--- src/rtl/alu_pkg.sv ---
package alu_pkg;

   localparam int NUM_OPS  = 9;
   localparam int SEG_BITS = 7;

   // operation positions in the one-hot select word
   localparam int OP_INC_A  = 0;
   localparam int OP_SHR_B  = 1;
   localparam int OP_SHR_A  = 2;
   localparam int OP_MIN    = 3;
   localparam int OP_ROR_A  = 4;
   localparam int OP_REV_B  = 5;
   localparam int OP_XOR    = 6;
   localparam int OP_SUMOFS = 7;
   localparam int OP_ONES   = 8;

   // hexadecimal digit to segments, bit 0 = a ... bit 6 = g, 1 = lit
   function automatic logic [SEG_BITS-1:0] hex_to_seg(input logic [3:0] nib);
      logic [SEG_BITS-1:0] s;
      case (nib)
         4'h0: s = 7'h3F;
         4'h1: s = 7'h06;
         4'h2: s = 7'h5B;
         4'h3: s = 7'h4F;
         4'h4: s = 7'h66;
         4'h5: s = 7'h6D;
         4'h6: s = 7'h7D;
         4'h7: s = 7'h07;
         4'h8: s = 7'h7F;
         4'h9: s = 7'h6F;
         4'hA: s = 7'h77;
         4'hB: s = 7'h7C;
         4'hC: s = 7'h39;
         4'hD: s = 7'h5E;
         4'hE: s = 7'h79;
         default: s = 7'h71;
      endcase
      return s;
   endfunction

endpackage

--- src/rtl/alu_operand_reg.sv ---
module alu_operand_reg #(
   parameter int W = 8
) (
   input  logic         clk,
   input  logic         rst_n,
   input  logic [W-1:0] d,
   output logic [W-1:0] q
);
   always_ff @(posedge clk or negedge rst_n) begin
      if (!rst_n) q <= '0;
      else        q <= d;
   end
endmodule

--- src/rtl/alu_sel_decode.sv ---
module alu_sel_decode #(
   parameter int SEL_W = 16,
   parameter int N_OPS = 9
) (
   input  logic [SEL_W-1:0] sel,
   output logic [N_OPS-1:0] hit
);
   logic defined_onehot;
   logic stray;

   generate
      if (SEL_W > N_OPS) begin : g_upper
         assign stray = |sel[SEL_W-1:N_OPS];
      end else begin : g_exact
         assign stray = 1'b0;
      end
   endgenerate

   assign defined_onehot = $onehot(sel[N_OPS-1:0]);
   assign hit = (defined_onehot && !stray) ? sel[N_OPS-1:0] : '0;
endmodule

--- src/rtl/alu_datapath.sv ---
module alu_datapath
   import alu_pkg::*;
#(
   parameter int W        = 8,
   parameter int INC_K    = 2,
   parameter int SHR_B_N  = 2,
   parameter int SHR_A_N  = 4,
   parameter int ROR_N    = 2,
   parameter int SUM_SUB  = 4
) (
   input  logic [W-1:0]       a,
   input  logic [W-1:0]       b,
   input  logic [NUM_OPS-1:0] hit,
   output logic [W-1:0]       y
);
   logic [W-1:0] res [NUM_OPS];
   logic [W-1:0] rev_b;
   logic [W-1:0] sum_ab;

   generate
      for (genvar i = 0; i < W; i++) begin : g_rev
         assign rev_b[i] = b[W-1-i];
      end
   endgenerate

   assign sum_ab = a + b;

   assign res[OP_INC_A]  = a + W'(INC_K);
   assign res[OP_SHR_B]  = b >> SHR_B_N;
   assign res[OP_SHR_A]  = (a >> SHR_A_N) | ~({W{1'b1}} >> SHR_A_N);
   assign res[OP_MIN]    = (a < b) ? a : b;
   assign res[OP_ROR_A]  = (a >> ROR_N) | (a << (W - ROR_N));
   assign res[OP_REV_B]  = rev_b;
   assign res[OP_XOR]    = a ^ b;
   assign res[OP_SUMOFS] = sum_ab - W'(SUM_SUB);
   assign res[OP_ONES]   = {W{1'b1}};

   // AND-OR selection: at most one hit bit is ever set
   always_comb begin
      y = '0;
      for (int k = 0; k < NUM_OPS; k++) begin
         y = y | (res[k] & {W{hit[k]}});
      end
   end
endmodule

--- src/rtl/alu_hex_display.sv ---
module alu_hex_display
   import alu_pkg::*;
#(
   parameter int W          = 8,
   parameter bit ACTIVE_LOW = 1'b0
) (
   input  logic [W-1:0]               value,
   output logic [(W/4)*SEG_BITS-1:0]  seg
);
   localparam int NDIG = W / 4;

   generate
      for (genvar d = 0; d < NDIG; d++) begin : g_dig
         logic [SEG_BITS-1:0] lit;
         assign lit = hex_to_seg(value[d*4 +: 4]);
         if (ACTIVE_LOW) begin : g_low
            assign seg[d*SEG_BITS +: SEG_BITS] = ~lit;
         end else begin : g_high
            assign seg[d*SEG_BITS +: SEG_BITS] = lit;
         end
      end
   endgenerate
endmodule

--- src/rtl/alu_onehot8.sv ---
module alu_onehot8
   import alu_pkg::*;
#(
   parameter int DATA_W         = 8,
   parameter int SEL_W          = 16,
   parameter int INC_K          = 2,
   parameter int SHR_B_N        = 2,
   parameter int SHR_A_N        = 4,
   parameter int ROR_N          = 2,
   parameter int SUM_SUB        = 4,
   parameter bit SEG_ACTIVE_LOW = 1'b0
) (
   input  logic                               clk,
   input  logic                               rst_n,
   input  logic [DATA_W-1:0]                  a_in,
   input  logic [DATA_W-1:0]                  b_in,
   input  logic [SEL_W-1:0]                   sel,
   output logic [DATA_W-1:0]                  result,
   output logic [(DATA_W/4)*SEG_BITS-1:0]     seg_out
);
   localparam int NDIG = DATA_W / 4;

   generate
      if (DATA_W % 4 != 0 || DATA_W < 8) begin : g_bad_width
         $error("DATA_W must be a multiple of 4 and at least 8");
      end
      if (SEL_W < NUM_OPS) begin : g_bad_sel
         $error("SEL_W must cover all defined operations");
      end
      if (SHR_A_N >= DATA_W || SHR_B_N >= DATA_W || ROR_N <= 0 || ROR_N >= DATA_W) begin : g_bad_shift
         $error("shift and rotate distances must lie inside the data width");
      end
   endgenerate

   logic [DATA_W-1:0]  a_q;
   logic [DATA_W-1:0]  b_q;
   logic [NUM_OPS-1:0] hit;

   alu_operand_reg #(.W(DATA_W)) u_reg_a (
      .clk(clk), .rst_n(rst_n), .d(a_in), .q(a_q)
   );

   alu_operand_reg #(.W(DATA_W)) u_reg_b (
      .clk(clk), .rst_n(rst_n), .d(b_in), .q(b_q)
   );

   alu_sel_decode #(.SEL_W(SEL_W), .N_OPS(NUM_OPS)) u_dec (
      .sel(sel), .hit(hit)
   );

   alu_datapath #(
      .W(DATA_W), .INC_K(INC_K), .SHR_B_N(SHR_B_N), .SHR_A_N(SHR_A_N),
      .ROR_N(ROR_N), .SUM_SUB(SUM_SUB)
   ) u_dp (
      .a(a_q), .b(b_q), .hit(hit), .y(result)
   );

   alu_hex_display #(.W(DATA_W), .ACTIVE_LOW(SEG_ACTIVE_LOW)) u_disp (
      .value(result), .seg(seg_out)
   );
endmodule

--- config.mk ---
export PLATFORM = sky130hd
export DESIGN_NAME = alu_onehot8
export DESIGN_NICKNAME = d
export VERILOG_FILES = /design/src/rtl/alu_pkg.sv /design/src/rtl/alu_operand_reg.sv /design/src/rtl/alu_sel_decode.sv /design/src/rtl/alu_datapath.sv /design/src/rtl/alu_hex_display.sv /design/src/rtl/alu_onehot8.sv
export SDC_FILE = /design/constraint.sdc
export NUM_CORES = 1
export LEC_CHECK = 0
export ABC_AREA = 1
export BUFFER_PORTS_ARGS = -buffer_cell sky130_fd_sc_hd__buf_2
export CELL_PAD_IN_SITES_DETAIL_PLACEMENT = 1
export CELL_PAD_IN_SITES_GLOBAL_PLACEMENT = 2
export CORE_ASPECT_RATIO = 1.2
export CORE_MARGIN = 2
export CORE_UTILIZATION = 28
export CTS_BUF_LIST = sky130_fd_sc_hd__clkbuf_4
export DETAILED_ROUTE_END_ITERATION = 8
export PLACE_DENSITY_LB_ADDON = 0.1
export SYNTH_ARGS = -nofsm -noshare
export SYNTH_HDL_FRONTEND = slang
export SYNTH_SLANG_ARGS = --single-unit
--- constraint.sdc ---
create_clock -name clk -period 4.5 [get_ports clk]
set_input_delay 0.45 -clock clk [delete_from_list [all_inputs] [get_ports clk]]
set_output_delay 0.45 -clock clk [all_outputs]
set_load 0.02 [all_outputs]
==> results of run 1 <==
-- synthesized netlist by cell type, types with 2 or more instances --
master | n | area, sq um
nor2_4 | 8 | 90.09
nand3_1 | 51 | 255.2
nor2_1 | 38 | 142.6
inv_1 | 68 | 255.2
a21oi_1 | 9 | 45.04
nand4_1 | 15 | 93.84
dfrtp_1 | 16 | 400.4
o21ai_2 | 2 | 17.52
ha_1 | 39 | 488.0
nand2_2 | 5 | 31.28
nand3_2 | 6 | 60.06
xor2_1 | 2 | 17.52
nor3_1 | 3 | 15.01
nand2_4 | 2 | 22.52
o21ai_0 | 7 | 35.03
nand2_1 | 117 | 439.2
o21ai_1 | 2 | 10.01
o211ai_1 | 2 | 15.01
fa_1 | 6 | 120.1
nor2_2 | 5 | 31.28
inv_2 | 5 | 18.77
-- power breakdown --
part           switching, mW  internal (mW)
logic                  0.162          0.115
clock network         0.0425         0.0322
registers             0.0144          0.151
total                  0.219          0.298
-- critical path, cell delays in order --
cell     delay [ps]
buf_8           100
ha_4            150
fa_1            560
inv_2            50
fa_1            500
inv_2            50
ha_4            150
fa_1            480
inv_1            70
nand2_1          50
nor2_1          110
nand2_2          70
nor2_4          220
buf_6           180
nand3_2          70
nand2_2          90
nor2_4           50
nand4_1         160
ha_1            250
or2_0           200
nand2_1          80
nand2_2          60
buf_6           120
-- cells by family after synthesis --
family | Yosys count
adders and majority gates | 45
buffers and inverters | 78
AOI/OAI and AO/OA | 25
and+or+nand+nor | 259
DFF | 16
xor gates and xnor gates | 3
-- sequential cells by signal, summed over array words and instances, names as in the netlist --
signal	flops
u_reg_b.q	8
u_reg_a.q	8
-- layout make-up --
| class | instances | share of cell area, % |
|---|---|---|
| Multi-Input combinational cell | 332 | 59.46 |
| Clock buffer | 3 | 0.5322 |
| Timing Repair Buffer | 111 | 19.96 |
| Sequential cell | 16 | 9.462 |
| Tap cell | 123 | 3.637 |
| Clock inverter | 1 | 0.08870 |
| Inverter | 75 | 6.860 |
-- how the worst min path moves through the flow --
stage                     startpoint           end  cells after the start
after floorplan                rst_n  u_reg_a.q[0]                      0
after global placement         rst_n  u_reg_a.q[2]                      1
after detailed placement       rst_n  u_reg_a.q[2]                      1
after CTS                      rst_n  u_reg_a.q[5]                      1
after global routing           rst_n  u_reg_a.q[5]                      1
final                          rst_n  u_reg_a.q[5]                      1
-- metrics by stage --
step	hold slack [ps]	instance area, sq um	utilization [%]
global placement	361.6	3547	36.90
detailed placement	374.2	3547	36.90
finish	46.41	4232	44.02
CTS	60.83	3886	40.43
floorplan	154.4	2806	-
global route	55.48	4232	44.02
-- routing by layer --
metal  share of wire, %  GRT usage, %  wire length [um]
met3                1.7        0.7266               165
met2                 54         35.63              5343
met4                1.6         3.285               158
met5                  0             0                 0
met1                 42         22.49              4153
-- placed cells by master, fill, tap and decap left out, types with 5 or more instances in the layout --
cell	count
nor2_4	19
ha_1	27
buf_4	54
inv_2	14
dfrtp_1	16
buf_6	19
nand3_2	14
nand4_1	15
nand3_4	8
nand2_2	23
nand3_1	36
nor2_2	12
o21ai_0	5
nand2_1	96
ha_4	6
a21oi_1	8
buf_2	35
nand2_4	5
ha_2	6
nor2_1	20
inv_1	58
-- what timing repair did --
item	in CTS	in global routing
endpoints found under the setup margin	17	19
setup buffers	7	8
gates resized for setup	80	77
pin swaps	30	18
==> impl_metrics.tcl, run 1 <==
set metrics [dict create \
    pre_cts_ws_ps -426.5 \
    grt_overflow 0 \
    post-route-period-util_pct 105.2 \
    start_util_pct 29.10 \
    hpwlAfterDp_mm 8.444 \
    syn_nets 505 \
    synthMuxAreaShare_pct 0 \
    drt_iter0_drc 72 \
    synth_edf_count 0 \
    endpoint "seg_out[3]" \
    finalCriticalPeriod_ps 4733 \
    place_congestion 0.8403 \
    seq_area_sq_um 400.4 \
    grt_pass1_vias 3221 \
    start_kind "input port" \
    synth_top_family_by_area "simple AND/OR/NAND/NOR gates" \
    cts_tree "yes" \
    startpoint "sel[5]" \
    synth_xor_xnor_area_share_pct 0.9392 \
    clkTransAtPathRegs_ps 100 \
    power_uw 517.2 \
    peakVddDrop_mv 0.1194 \
    grt_max_degree 17 \
    leakagePower_nw 2.288 \
    worstPathMaxFanout 7 \
    seq_area_frac_synth_pct 14.31 \
    yosysUniqueCellTypes 39 \
    via_per_inst 4.716 \
    synth-compound-area-share_pct 5.590 \
    synth_warnings 0 \
    final_nets 618 \
    cts_root_buf "clkbuf_4" \
    chipHeight_um 113.5 \
    required_ps 4050 \
    arrival_ps 4280 \
    dp.cells 645 \
    violations "negative setup slack" \
    timing.final.max_slew_violations 0 \
    hp-class "in -> async" \
    grt_pass1_wl_mm 15.84 \
    wl_per_cell_um 14.86 \
    fp.dieArea_sq_mm 0.01081 \
    power.density_mw_per_mm2 122.2 \
    antenna_left 0 \
    status "complete, but fails checks" \
    fin_ws_ps -232.9 \
    drc 0 \
    cts.sinks 16 \
    core-area_sq_mm 0.009613 \
    drt-pass1-iter-count 4 \
    final_hold_viol_count 0 \
    setup_viol 14 \
    numCtsBuffers 3 \
    ys_seq_elements 16 \
    area_growth_syn_to_layout_pct 51.25 \
    multi_input_area_sq_mm 0.002516 \
    slew_headroom_pct 75.57 \
    synth-simple-area-share_pct 46.47 \
    maxCapViolCount 0 \
    cts_hold_buf 0 \
    antenna_found_initial 0 \
    drt_wl_total_mm 9.820 \
    die_w_um 95.25 \
    synth.avg_cell_area_sq_um 6.567 \
    async_flop_share_pct 100.0 \
    ys.flop_type "dfrtp_1" \
    rsz0062_at_grt "true" \
    drive_gt1_share_pct 44.80 \
    fin_cells 661 \
    rows 39 \
    tightestPinTransition_ps 364.8 \
    cp-end-kind "output pin" \
    fillers 1229 \
    portBuffers 55 \
    vias 3117 \
    synth_area_sq_mm 0.002798 \
    pin_count 56 \
    synth-adder-area-share_pct 21.74 \
    num_antenna_cells 0 \
    htree_num_levels 1 \
    fmax_ghz 0.2113 \
    synthCells 426 \
    crit_type "in -> out" \
    grt_usage_pct 18.47 \
    clock_path_buffers 2 \
    tns_ps -2299 \
]
No activity file was read; power rests on OpenSTA's default activity.
==> inputs of run 2 (changes only) <==
--- a/config.mk
+++ b/config.mk
@@ -11,10 +11,11 @@
 export CELL_PAD_IN_SITES_GLOBAL_PLACEMENT = 2
 export CORE_ASPECT_RATIO = 1.2
 export CORE_MARGIN = 2
-export CORE_UTILIZATION = 28
+export CORE_UTILIZATION = 27
 export CTS_BUF_LIST = sky130_fd_sc_hd__clkbuf_4
 export DETAILED_ROUTE_END_ITERATION = 8
 export PLACE_DENSITY_LB_ADDON = 0.1
 export SYNTH_ARGS = -nofsm -noshare
 export SYNTH_HDL_FRONTEND = slang
+export SYNTH_HIERARCHICAL = 1
 export SYNTH_SLANG_ARGS = --single-unit
==> run 2 against run 1 <==
  * The flow still finishes with violations (negative setup slack)
  * Critical path type unchanged
  * Utilization grew 4.1 points
  * Total power shrank 6.5%
  * Count of clock-buffer cells in the layout is the same
  * Via count shrank 6.4%
  * Critical path depth grew 17
  * Design area grew 2.2%
==> impl_metrics.tcl, run 2 <==
set metrics [dict create \
    critPathMostFrequentCell "buf_4" \
    vias 2918 \
    cts.sinks 16 \
    power.density_mw_per_mm2 111.7 \
    chipHeight_um 108.8 \
    synth_top_family_by_area "simple AND/OR/NAND/NOR gates" \
    crit_type "in -> out" \
    tightestPinTransition_ps 415.4 \
    cts_root_buf "clkbuf_4" \
    grt_pass1_vias 3143 \
    slowest_stage "ha_4" \
    cpLargestDelayFamily "buffers and inverters" \
    synth_edf_count 0 \
    fillers 1104 \
    clkTransAtPathRegs_ps 70 \
    drive_gt1_share_pct 51.84 \
    drc 0 \
    post-route-period-util_pct 117.8 \
    dp.cells 593 \
    pre_cts_ws_ps -1093 \
    rows 38 \
    synth.avg_cell_area_sq_um 6.435 \
    syn_nets 462 \
    synth-adder-area-share_pct 24.10 \
    clock_path_buffers 2 \
    cts_hold_buf 0 \
    pin_count 56 \
    mostFrequentLayoutCell "nand2_1" \
    multi_input_area_sq_mm 0.002283 \
    rsz0062_at_grt "true" \
    slew_headroom_pct 72.24 \
    required_ps 4050 \
    fin_ws_ps -802.0 \
    seq_area_sq_um 400.4 \
    final_nets 597 \
    async_flop_share_pct 100.0 \
    path_buf_inv 31 \
    fp.dieArea_sq_mm 0.009937 \
    worst_hold_slack_ps 59.90 \
    grt_max_degree 17 \
    synth_warnings 6 \
    grt_pass1_wl_mm 15.06 \
    drt_wl_total_mm 9.192 \
    synth_common_cells "nand2_1 (116), inv_1 (74), nand3_1 (42), ha_1 (38), nor2_1 (24)" \
    synth_xor_xnor_area_share_pct 0.3544 \
    antenna_found_initial 0 \
    die_w_um 91.33 \
    cts_tree "yes" \
    timing.final.max_slew_violations 0 \
    yosysUniqueCellTypes 35 \
    place_congestion 0.8701 \
    maxCapViolCount 0 \
    grt_overflow 0 \
    seq_area_frac_synth_pct 16.20 \
    cp_slowest_stage_delay_ps 260 \
    layout_common_cells "nand2_1 (80), buf_4 (59), inv_1 (52)" \
    htree_num_levels 1 \
    fin_cells 637 \
    ys_seq_elements 16 \
    synthMuxAreaShare_pct 0 \
    ys.flop_type "dfrtp_1" \
    antenna_left 0 \
    grt_usage_pct 18.74 \
    hpwlAfterDp_mm 7.087 \
    fmax_ghz 0.1886 \
    wl_per_cell_um 14.43 \
    endpoint "seg_out[10]" \
    setup_viol 22 \
    synth-compound-area-share_pct 8.405 \
    num_antenna_cells 0 \
    cp-end-kind "output pin" \
    synth_area_sq_mm 0.002471 \
    start_kind "input port" \
    synth-simple-area-share_pct 37.77 \
    worst-path-stages 40 \
    startpoint "sel[1]" \
    area_growth_syn_to_layout_pct 75.09 \
    final_hold_viol_count 0 \
    synth.largest_area_cell "ha_1" \
    start_util_pct 27.50 \
    hp-class "in -> async" \
    synth_top_area_share_pct 19.24 \
    drt-pass1-iter-count 4 \
    leakagePower_nw 2.176 \
    arrival_ps 4850 \
    finalCriticalPeriod_ps 5302 \
    core-area_sq_mm 0.008986 \
    numCtsBuffers 3 \
    peakVddDrop_mv 0.1492 \
    yosys.cell_count.top_type "nand2_1" \
    violations "negative setup slack" \
    drt_iter0_drc 76 \
    worstPathMaxFanout 4 \
    synth_area_leaders "ha_1 (19%), nand2_1 (18%), dfrtp_1 (16%)" \
    reg.largest.list "u_reg_a/q: 8 flops, u_reg_b/q: 8 flops" \
    synthCells 384 \
    via_per_inst 4.581 \
    portBuffers 55 \
    status "complete, but fails checks" \
]
-- run 2: cell count changes after synthesis, moves of 4 or more --
cell,delta
inv_1,+6
nand3_1,-9
nand3_2,-6
nand4_1,-8
nor2_1,-14
nor2_4,-6
o21ai_0,+4
-- run 2: layout make-up --
cell class,count,area share (%)
Multi-Input combinational cell,284,52.78
Timing Repair Buffer,136,26.40
Sequential cell,16,9.254
Inverter,78,7.577
Tap cell,120,3.470
Clock buffer,3,0.5205
-- run 2: repair_timing --
| item | CTS | global route |
|---|---|---|
| endpoints found under the setup margin | 22 | 22 |
| gates cloned | 1 | 0 |
| gates resized for setup | 99 | 78 |
| setup buffers | 33 | 9 |
| pin swaps | 26 | 53 |
-- run 2: through the flow --
stage / util, % / area (sq um) / power, mW / TNS (ps)
global placement: 37.39 / 3359 / 0.3744 / -17240
CTS: 44.31 / 3981 / 0.4776 / -14400
finish: 48.15 / 4327 / 0.4833 / -13380
global route: 48.15 / 4327 / 0.5362 / -18580
detailed placement: 37.39 / 3359 / 0.3819 / -19250
floorplan: - / 2656 / 0.3061 / -4253
-- run 2: worst min path at each step --
stage / startpoint / cells after the start / end / slack (ps)
after detailed placement: rst_n / 1 / u_reg_a/q[6] / 360
after CTS: rst_n / 1 / u_reg_a/q[6] / 60
after global routing: rst_n / 1 / u_reg_a/q[6] / 60
final: rst_n / 1 / u_reg_b/q[4] / 60
after global placement: rst_n / 1 / u_reg_a/q[6] / 360
after floorplan: rst_n / 0 / u_reg_a/q[0] / 150
-- run 2: cell families after synthesis --
logic type | Yosys count
AO/OA/AOI/OAI | 33
XOR/XNOR | 1
adder cells (fa/ha/maj) | 44
buffers and inverters | 84
flip-flops | 16
AND/OR/NAND/NOR | 206
-- run 2: power breakdown --
group	internal, mW	total [mW]	switching, mW
clock	0.0310	0.0653	0.0344
sequential	0.151	0.162	0.0110
combinational	0.112	0.256	0.144
-- run 2: layer usage --
layer	up-vias	share of wire [%]	wire [um]	global-route usage [%]
met5	-	0	0	0
met4	0	1.4	128	3.896
met3	13	2.2	201	0.4838
met2	64	55	5029	37.62
met1	1359	42	3833	22.17
li1	1482	-	-	-
